--- config.mk ---
export PLATFORM = sky130hd
export DESIGN_NAME = msec_pit
export DESIGN_NICKNAME = d
export VERILOG_FILES = /design/src/rtl/pit_pkg.sv /design/src/rtl/pit_status.sv /design/src/rtl/pit_counter.sv /design/src/rtl/pit_match.sv /design/src/rtl/pit_readmux.sv /design/src/rtl/msec_pit.sv
export SDC_FILE = /design/constraint.sdc
export NUM_CORES = 1
export LEC_CHECK = 0
export BUFFER_PORTS_ARGS = -buffer_cell sky130_fd_sc_hd__buf_2
export CAP_MARGIN = 0
export CORE_MARGIN = 2
export CORE_UTILIZATION = 52
export DETAILED_ROUTE_END_ITERATION = 16
export PLACE_DENSITY = 0.81
export REMOVE_ABC_BUFFERS = 1
export SETUP_SLACK_MARGIN = 0.15
export SYNTH_ARGS = -nofsm -noshare
export SYNTH_HDL_FRONTEND = slang
export SYNTH_SLANG_ARGS = --single-unit
--- constraint.sdc ---
create_clock -name clk -period 2.7 [get_ports clk]
set_clock_uncertainty 0.1 [all_clocks]
set_input_delay 0.54 -clock clk [delete_from_list [all_inputs] [get_ports clk]]
set_output_delay 0.54 -clock clk [all_outputs]
set_load 0.02 [all_outputs]
--- src/rtl/pit_pkg.sv ---
package pit_pkg;
   typedef enum logic [1:0] {
      PIT_A_STAT = 2'd0,
      PIT_A_CMP  = 2'd1,
      PIT_A_CNT  = 2'd2,
      PIT_A_NONE = 2'd3
   } pit_addr_e;

   localparam int PIT_RUN_BIT  = 15;
   localparam int PIT_IEN_BIT  = 14;
   localparam int PIT_FLAG_BIT = 13;
   localparam int PIT_STAT_W   = PIT_RUN_BIT + 1;
endpackage

--- src/rtl/pit_status.sv ---
module pit_status (
   input  logic clk,
   input  logic rst_n,
   input  logic wr,
   input  logic run_d,
   input  logic ien_d,
   input  logic clr_req,
   input  logic hit,
   output logic run,
   output logic ien,
   output logic flag
);
   always_ff @(posedge clk) begin
      if (!rst_n) begin
         run  <= 1'b0;
         ien  <= 1'b0;
         flag <= 1'b0;
      end else begin
         if (wr) begin
            run <= run_d;
            ien <= ien_d;
         end
         if (hit)
            flag <= 1'b1;
         else if (wr && clr_req)
            flag <= 1'b0;
      end
   end
endmodule

--- src/rtl/pit_counter.sv ---
module pit_counter #(
   parameter int W = 16
) (
   input  logic         clk,
   input  logic         rst_n,
   input  logic         load,
   input  logic [W-1:0] load_val,
   input  logic         adv,
   input  logic         restart,
   output logic [W-1:0] cnt
);
   localparam logic [W-1:0] ONE = W'(1);

   always_ff @(posedge clk) begin
      if (!rst_n)
         cnt <= '0;
      else if (load)
         cnt <= load_val;
      else if (adv)
         cnt <= restart ? '0 : cnt + ONE;
   end
endmodule

--- src/rtl/pit_match.sv ---
module pit_match #(
   parameter int W = 16
) (
   input  logic         tick,
   input  logic         run,
   input  logic         ien,
   input  logic         flag,
   input  logic         load,
   input  logic [W-1:0] cnt,
   input  logic [W-1:0] cmp,
   output logic         adv,
   output logic         hit
);
   always_comb begin
      adv = tick && run && !load;
      hit = adv && ien && !flag && (cnt == cmp);
   end
endmodule

--- src/rtl/pit_readmux.sv ---
module pit_readmux
   import pit_pkg::*;
#(
   parameter int W  = 16,
   parameter int DW = 32
) (
   input  logic [1:0]    addr,
   input  logic          run,
   input  logic          ien,
   input  logic          flag,
   input  logic [W-1:0]  cmp,
   input  logic [W-1:0]  cnt,
   output logic [DW-1:0] rdata
);
   logic [DW-1:0] stat_word, cmp_word, cnt_word;

   always_comb begin
      stat_word = '0;
      stat_word[PIT_RUN_BIT]  = run;
      stat_word[PIT_IEN_BIT]  = ien;
      stat_word[PIT_FLAG_BIT] = flag;
   end

   generate
      if (DW == W) begin : g_flat
         assign cmp_word = cmp;
         assign cnt_word = cnt;
      end else begin : g_pad
         assign cmp_word = {{(DW-W){1'b0}}, cmp};
         assign cnt_word = {{(DW-W){1'b0}}, cnt};
      end
   endgenerate

   always_comb begin
      unique case (pit_addr_e'(addr))
         PIT_A_STAT: rdata = stat_word;
         PIT_A_CMP:  rdata = cmp_word;
         PIT_A_CNT:  rdata = cnt_word;
         default:    rdata = '0;
      endcase
   end
endmodule

--- src/rtl/msec_pit.sv ---
module msec_pit
   import pit_pkg::*;
#(
   parameter int CNT_W  = 16,
   parameter int DATA_W = 32
) (
   input  logic              clk,
   input  logic              rst_n,
   input  logic              tick,
   input  logic              wr_en,
   input  logic [1:0]        addr,
   input  logic [DATA_W-1:0] wdata,
   output logic [DATA_W-1:0] rdata,
   output logic              irq
);
   generate
      if (DATA_W < PIT_STAT_W) begin : g_bad_dw
         $error("msec_pit: DATA_W must hold the status bits");
      end
      if (CNT_W < 2 || CNT_W > DATA_W) begin : g_bad_cw
         $error("msec_pit: CNT_W must be in 2..DATA_W");
      end
   endgenerate

   logic             stat_wr, cmp_wr, cnt_wr;
   logic [CNT_W-1:0] wval;
   logic [CNT_W-1:0] cmp_q, cnt_q;
   logic             run, ien, flag, adv, hit;

   assign stat_wr = wr_en && (pit_addr_e'(addr) == PIT_A_STAT);
   assign cmp_wr  = wr_en && (pit_addr_e'(addr) == PIT_A_CMP);
   assign cnt_wr  = wr_en && (pit_addr_e'(addr) == PIT_A_CNT);
   assign wval    = wdata[CNT_W-1:0];

   generate
      if (DATA_W > CNT_W && DATA_W > PIT_STAT_W) begin : g_unused
         logic unused_wdata;
         assign unused_wdata = ^{wdata[DATA_W-1:CNT_W]};
      end
   endgenerate

   always_ff @(posedge clk) begin
      if (!rst_n)
         cmp_q <= '0;
      else if (cmp_wr)
         cmp_q <= wval;
   end

   pit_match #(.W(CNT_W)) u_match (
      .tick(tick), .run(run), .ien(ien), .flag(flag), .load(cnt_wr),
      .cnt(cnt_q), .cmp(cmp_q), .adv(adv), .hit(hit)
   );

   pit_counter #(.W(CNT_W)) u_cnt (
      .clk(clk), .rst_n(rst_n), .load(cnt_wr), .load_val(wval),
      .adv(adv), .restart(hit), .cnt(cnt_q)
   );

   pit_status u_stat (
      .clk(clk), .rst_n(rst_n), .wr(stat_wr),
      .run_d(wdata[PIT_RUN_BIT]), .ien_d(wdata[PIT_IEN_BIT]),
      .clr_req(wdata[PIT_FLAG_BIT]), .hit(hit),
      .run(run), .ien(ien), .flag(flag)
   );

   pit_readmux #(.W(CNT_W), .DW(DATA_W)) u_rd (
      .addr(addr), .run(run), .ien(ien), .flag(flag),
      .cmp(cmp_q), .cnt(cnt_q), .rdata(rdata)
   );

   assign irq = flag && ien;
endmodule

* Word-level counts from Yosys, hierarchy flattened *
Cells that the tools add are included.

operators by class
  add/subtract/negate cells = 1
  equal/unequal tests = 3
  mux-type cells = 6
  reductions and logical operators = 15

operators with widths
  operator                                                               count
  16-bit two-way mux                                                     3
  16-bit case mux with 3 select lines                                    1
  16-bit by 1-bit adder with 16-bit output, second input constant        1
  16-bit equality test                                                   1
  1-bit logical AND                                                      10
  2-bit nonzero test                                                     2
  2-bit by 1-bit equality test with 1-bit output, second input constant  1
  2-bit equality test, second input constant                             1
  1-bit logical NOT                                                      2
  2-bit logical NOT                                                      1
  1-bit two-way mux                                                      2

word-level totals
  register bits = 35
  bits of input ports = 38
  output and inout bits = 33
  word-level logic and storage cells = 30

* Logic depth before layout (Yosys ltp) *
  word-level depth = 10
  depth in mapped cells = 8
  gate-level depth less buffers = 5

* Modules after synthesis *
From an unflattened synthesis, not the netlist that was laid out.

second synthesis, totals
  cells, all modules = 266
  area total of the unflattened synthesis = 2,253.4 µm²

by module, submodules not included
  module       times used  cells each  area an instance (µm²)  sequential area each (µm²)
  pit_counter  1           117         937.1                   320.3
  msec_pit     1           73          675.6                   320.3
  pit_readmux  1           41          337.8                   0.0
  pit_match    1           25          195.2                   0.0
  pit_status   1           10          107.6                   60.1

* Worst setup path before layout *
OpenSTA, ideal clock, no wires.

  path kind = input-to-output
  start = input port addr[0]
  end = output port rdata[13]
  data arrival time = 1.623 ns
  required time = 2.060 ns
  slack = 0.437 ns
  stages = 6
  buffers on the path = 3
  path through = buf_6 -> and2b_1 -> clkbuf_1 -> clkbuf_1 -> nand2_1 -> o21ai_0

on the way
  word-level cells in the longest chain between the ends = 2
  elaborated cells between the ends (all ways) = 4
  classes of those cells = 2 x eq/ne; 1 x mux; 1 x reduce/logical

ends and longest elaborated chain
  item                                               line               RTL
  from (decl)                                        msec_pit.sv:11     input logic [1:0] addr,
  2-bit equality test, or another cell as far along  pit_readmux.sv:35  unique case (pit_addr_e'(addr))
  16-bit case mux with 3 select lines *              pit_readmux.sv:35
  to (decl)                                          msec_pit.sv:13     output logic [DATA_W-1:0] rdata,

Every way passes the cells marked *; elsewhere a longest branch is shown, timed or not.

* Final worst setup path *
  start = input port addr[1]
  end = output port rdata[11]

The elaborated chain is that of the path after synthesis.

==> impl_metrics.csv <==
group,metric,value,unit
worst_setup_path,path_cells,"buf_2 > and2b_1 > buf_4 > a22o_2 > buf_2",
timing,period_minus_slack,2.13,ns
cts,cts.clk_slew.worst_paths,0.07,ns
place,gp_congestion,0.835,
synth,synth-xor-area-share,10.2,%
power_and_ir_drop,swShare,27.1,%
cts,tritoncts,"yes",
drt,drc,0,
grt,antenna_found_initial,0,
finish,nets,337,
worst_setup_path,worst_path_max_delay_cell,"a22o_2",
min_path,holdCritStartpoint,"cmp_q[5]",
worst_setup_path,ff2ff_setup_slack,0.73,ns
drt,wire_per_inst,14.8,um
cts,cts_buffers,5,
cts,cts_resized,0,
synth,ys_seq_elements,35,
cts,post-cts-setup-buffers,0,
timing,max_slew.worst_pin.slew,0.512,ns
power_and_ir_drop,power_frac_seq,45.4,%
worst_setup_path,startpoint_type,"input pin",
die,io_pins,71,
timing,rsz0062_at_grt,"no",
finish,final_cell_mix,"nand2_1 (44), buf_2 (38), dfxtp_1 (35), xor2_1 (24), a21oi_1 (22)",
timing,fmaxAchievable,0.470,GHz
finish,drive_above_1_share,23.1,%
power_and_ir_drop,ir_drop,0.278,mV
outcome,status,"completed",
die,rows,23,
grt,track_usage,21.6,%
finish,layout_commonest_cell,"nand2_1",
timing,holdWs,0.383,ns
place,pre_cts_slack,0.581,ns
worst_setup_path,critPathMaxStageDelay,0.27,ns
synth,yosysWarnings,0,
worst_setup_path,crit_fanout,15,
timing,layout_setup_ws,0.573,ns
run,max_cap_viol_count,0,
cts,h-tree-depth,2,
cts,insertion_delay,0.29,ns
synth,synth_simple_gate_area_share,19.7,%
place,portBuffers,38,
power_and_ir_drop,p_comb_share,13.8,%
power_and_ir_drop,power.switching,332,uW
die,die_x,69.4,um
synth,synth-adder-area-share,0.563,%
grt,grt_pass1_wl,8.24,mm
synth,synth.avg_cell_area,8.32,um2
synth,ys_seq_area_share,31.5,%
min_path,min_path_cells,2,
min_path,hold_end,"cmp_q[5]",
worst_setup_path,worstRegToRegCells,6,
die,die_y,69.4,um
finish,syn_to_final_growth,10.8,%
synth,synth_compound_area_share,23.0,%
grt,grt_max_degree,18,
synth,syn_inst,267,
grt,grt.overflow.total,0,
timing,tns,0,ns
worst_setup_path,crit_arrival,1.49,ns
timing,relSlewSlack,65.8,%
cts,cts.sinks,35,
die,core_area,4060,um2
synth,syn_area,2220,um2
power_and_ir_drop,pwr-share-clk,40.9,%
cts,cts_hold_buf,0,
drt,via_per_inst,5.68,
die,die-area,4810,um2
power_and_ir_drop,p_leak,0.00111,uW
drt,drt_iter0_markers,106,
worst_setup_path,worst_setup_path_end_kind,"output pin",
timing,hold_viol,0,
timing,slew_violations,0,
worst_setup_path,cp_common_cell,"buf_2",
timing,period_share,78.8,%
place,dp.cells,341,
worst_setup_path,critPathKind,"in -> out",
min_path,hold_path_class,"reg -> reg",
grt,first_global_vias,1750,
worst_setup_path,worstPathRequired,2.06,ns
finish,antenna_cells,0,
drt,via_count,1983,
drt,antenna_left,0,
drt,wl,5.18,mm
finish,fin_cells,349,
synth,synth_top_family_by_area,"compound AO/OA/AOI/OAI gates",
drt,drt_pass1_iterations,4,
timing,setup-violations-final,0,
power_and_ir_drop,power_density,497,nW/um2
power_and_ir_drop,power.internal,891,uW
synth,muxShareOfSynthArea,3.15,%
die,start_util,54.8,%
cts,cts-root-buf,"clkbuf_8",
cts,cts_buffer_depth,2,
worst_setup_path,worstReg2RegStart,"u_cnt.cnt[2]",
synth,synth_cell_types,42,
worst_setup_path,worstReg2RegEnd,"u_cnt.cnt[1]",
place,place_hpwl,3.60,mm
[sequential cells by signal, indices dropped and copies added, names as in the netlist]
name	flops
cmp_q	16
u_stat.run	1
u_stat.flag	1
u_cnt.cnt	16
u_stat.ien	1
[synth_stat cells (all sizes together)]
library cell / number / area, um2
nand2: 44 / 165
dfxtp: 35 / 701
buf: 28 / 214
xor2: 24 / 210
a21oi: 22 / 110
o21ai: 14 / 92.6
a22o: 13 / 115
a22oi: 13 / 108
and3: 9 / 56.3
clkbuf: 9 / 33.8
nand3: 8 / 45.0
mux2i: 7 / 70.1
nor2: 6 / 22.5
o22ai: 5 / 62.6
nand4: 4 / 25.0
inv: 3 / 11.3
nor4: 3 / 25.0
and2: 2 / 12.5
and2b: 2 / 15.0
and4: 2 / 17.5
nor3: 2 / 15.0
nor3b: 2 / 15.0
xnor2: 2 / 17.5
a21boi: 1 / 7.51
a2bb2oi: 1 / 8.76
and3b: 1 / 8.76
conb: 1 / 3.75
ha: 1 / 12.5
nand2b: 1 / 6.26
nand3b: 1 / 7.51
o21a: 1 / 7.51
[worst max-delay path by stage]
stage / cells past startpoint / to / from
finish: 5 / rdata[11] / addr[1]
global placement: 5 / rdata[11] / addr[1]
global route: 6 / rdata[13] / addr[0]
floorplan: 3 / rdata[13] / addr[0]
CTS: 5 / rdata[11] / addr[1]
detailed placement: 5 / rdata[11] / addr[1]
[routing by layer]
metal  routed length [um]  global-route usage, %  vias up
met5                    0                      0        -
met2                 2470                   37.3       73
li1                     -                      -      962
met1                 2320                   26.1      941
met3                  321                   4.36        7
met4                   68                   8.93        0
[critical path: cells and delay by family]
family / cells / cell delay (ns)
AO/OA/AOI/OAI: 1 / 0.27
buffers and inverters: 3 / 0.48
AND/OR/NAND/NOR: 1 / 0.19
[power by group through the flow]
| stage | Combinational [uW] | Sequential (uW) | Clock [uW] |
|---|---|---|---|
| floorplan | 108 | 561 | 0 |
| global placement | 163 | 565 | 0 |
| detailed placement | 166 | 566 | 0 |
| CTS | 167 | 554 | 505 |
| global route | 182 | 557 | 525 |
| finish | 168 | 555 | 500 |
[stage by stage]
step	power, uW	utilization, %	cell area (um2)
2_1_floorplan	669	-	2030
6_report	1220	60.7	2460
3_3_place_gp	728	57.8	2340
3_5_place_dp	732	57.8	2340
5_1_grt	1260	60.7	2460
4_1_cts	1230	60.7	2460
[layout make-up]
cell class                      instances  area [um2]
Fill cell                             362        1600
Clock buffer                            6        82.6
Clock inverter                          2        35.0
Sequential cell                        35         701
Multi-Input combinational cell        207        1320
Inverter                                3        11.3
Tap cell                               50        62.6
Timing Repair Buffer                   46         250
[cell families after synthesis]
kind of cell | count (synthesis)
other cells | 1
buf+inv | 40
simple gates | 87
flops | 35
mux | 7
xor+xnor | 26
compound gates | 70
fa+ha+maj | 1
Power figures use the tool's default switching activity.
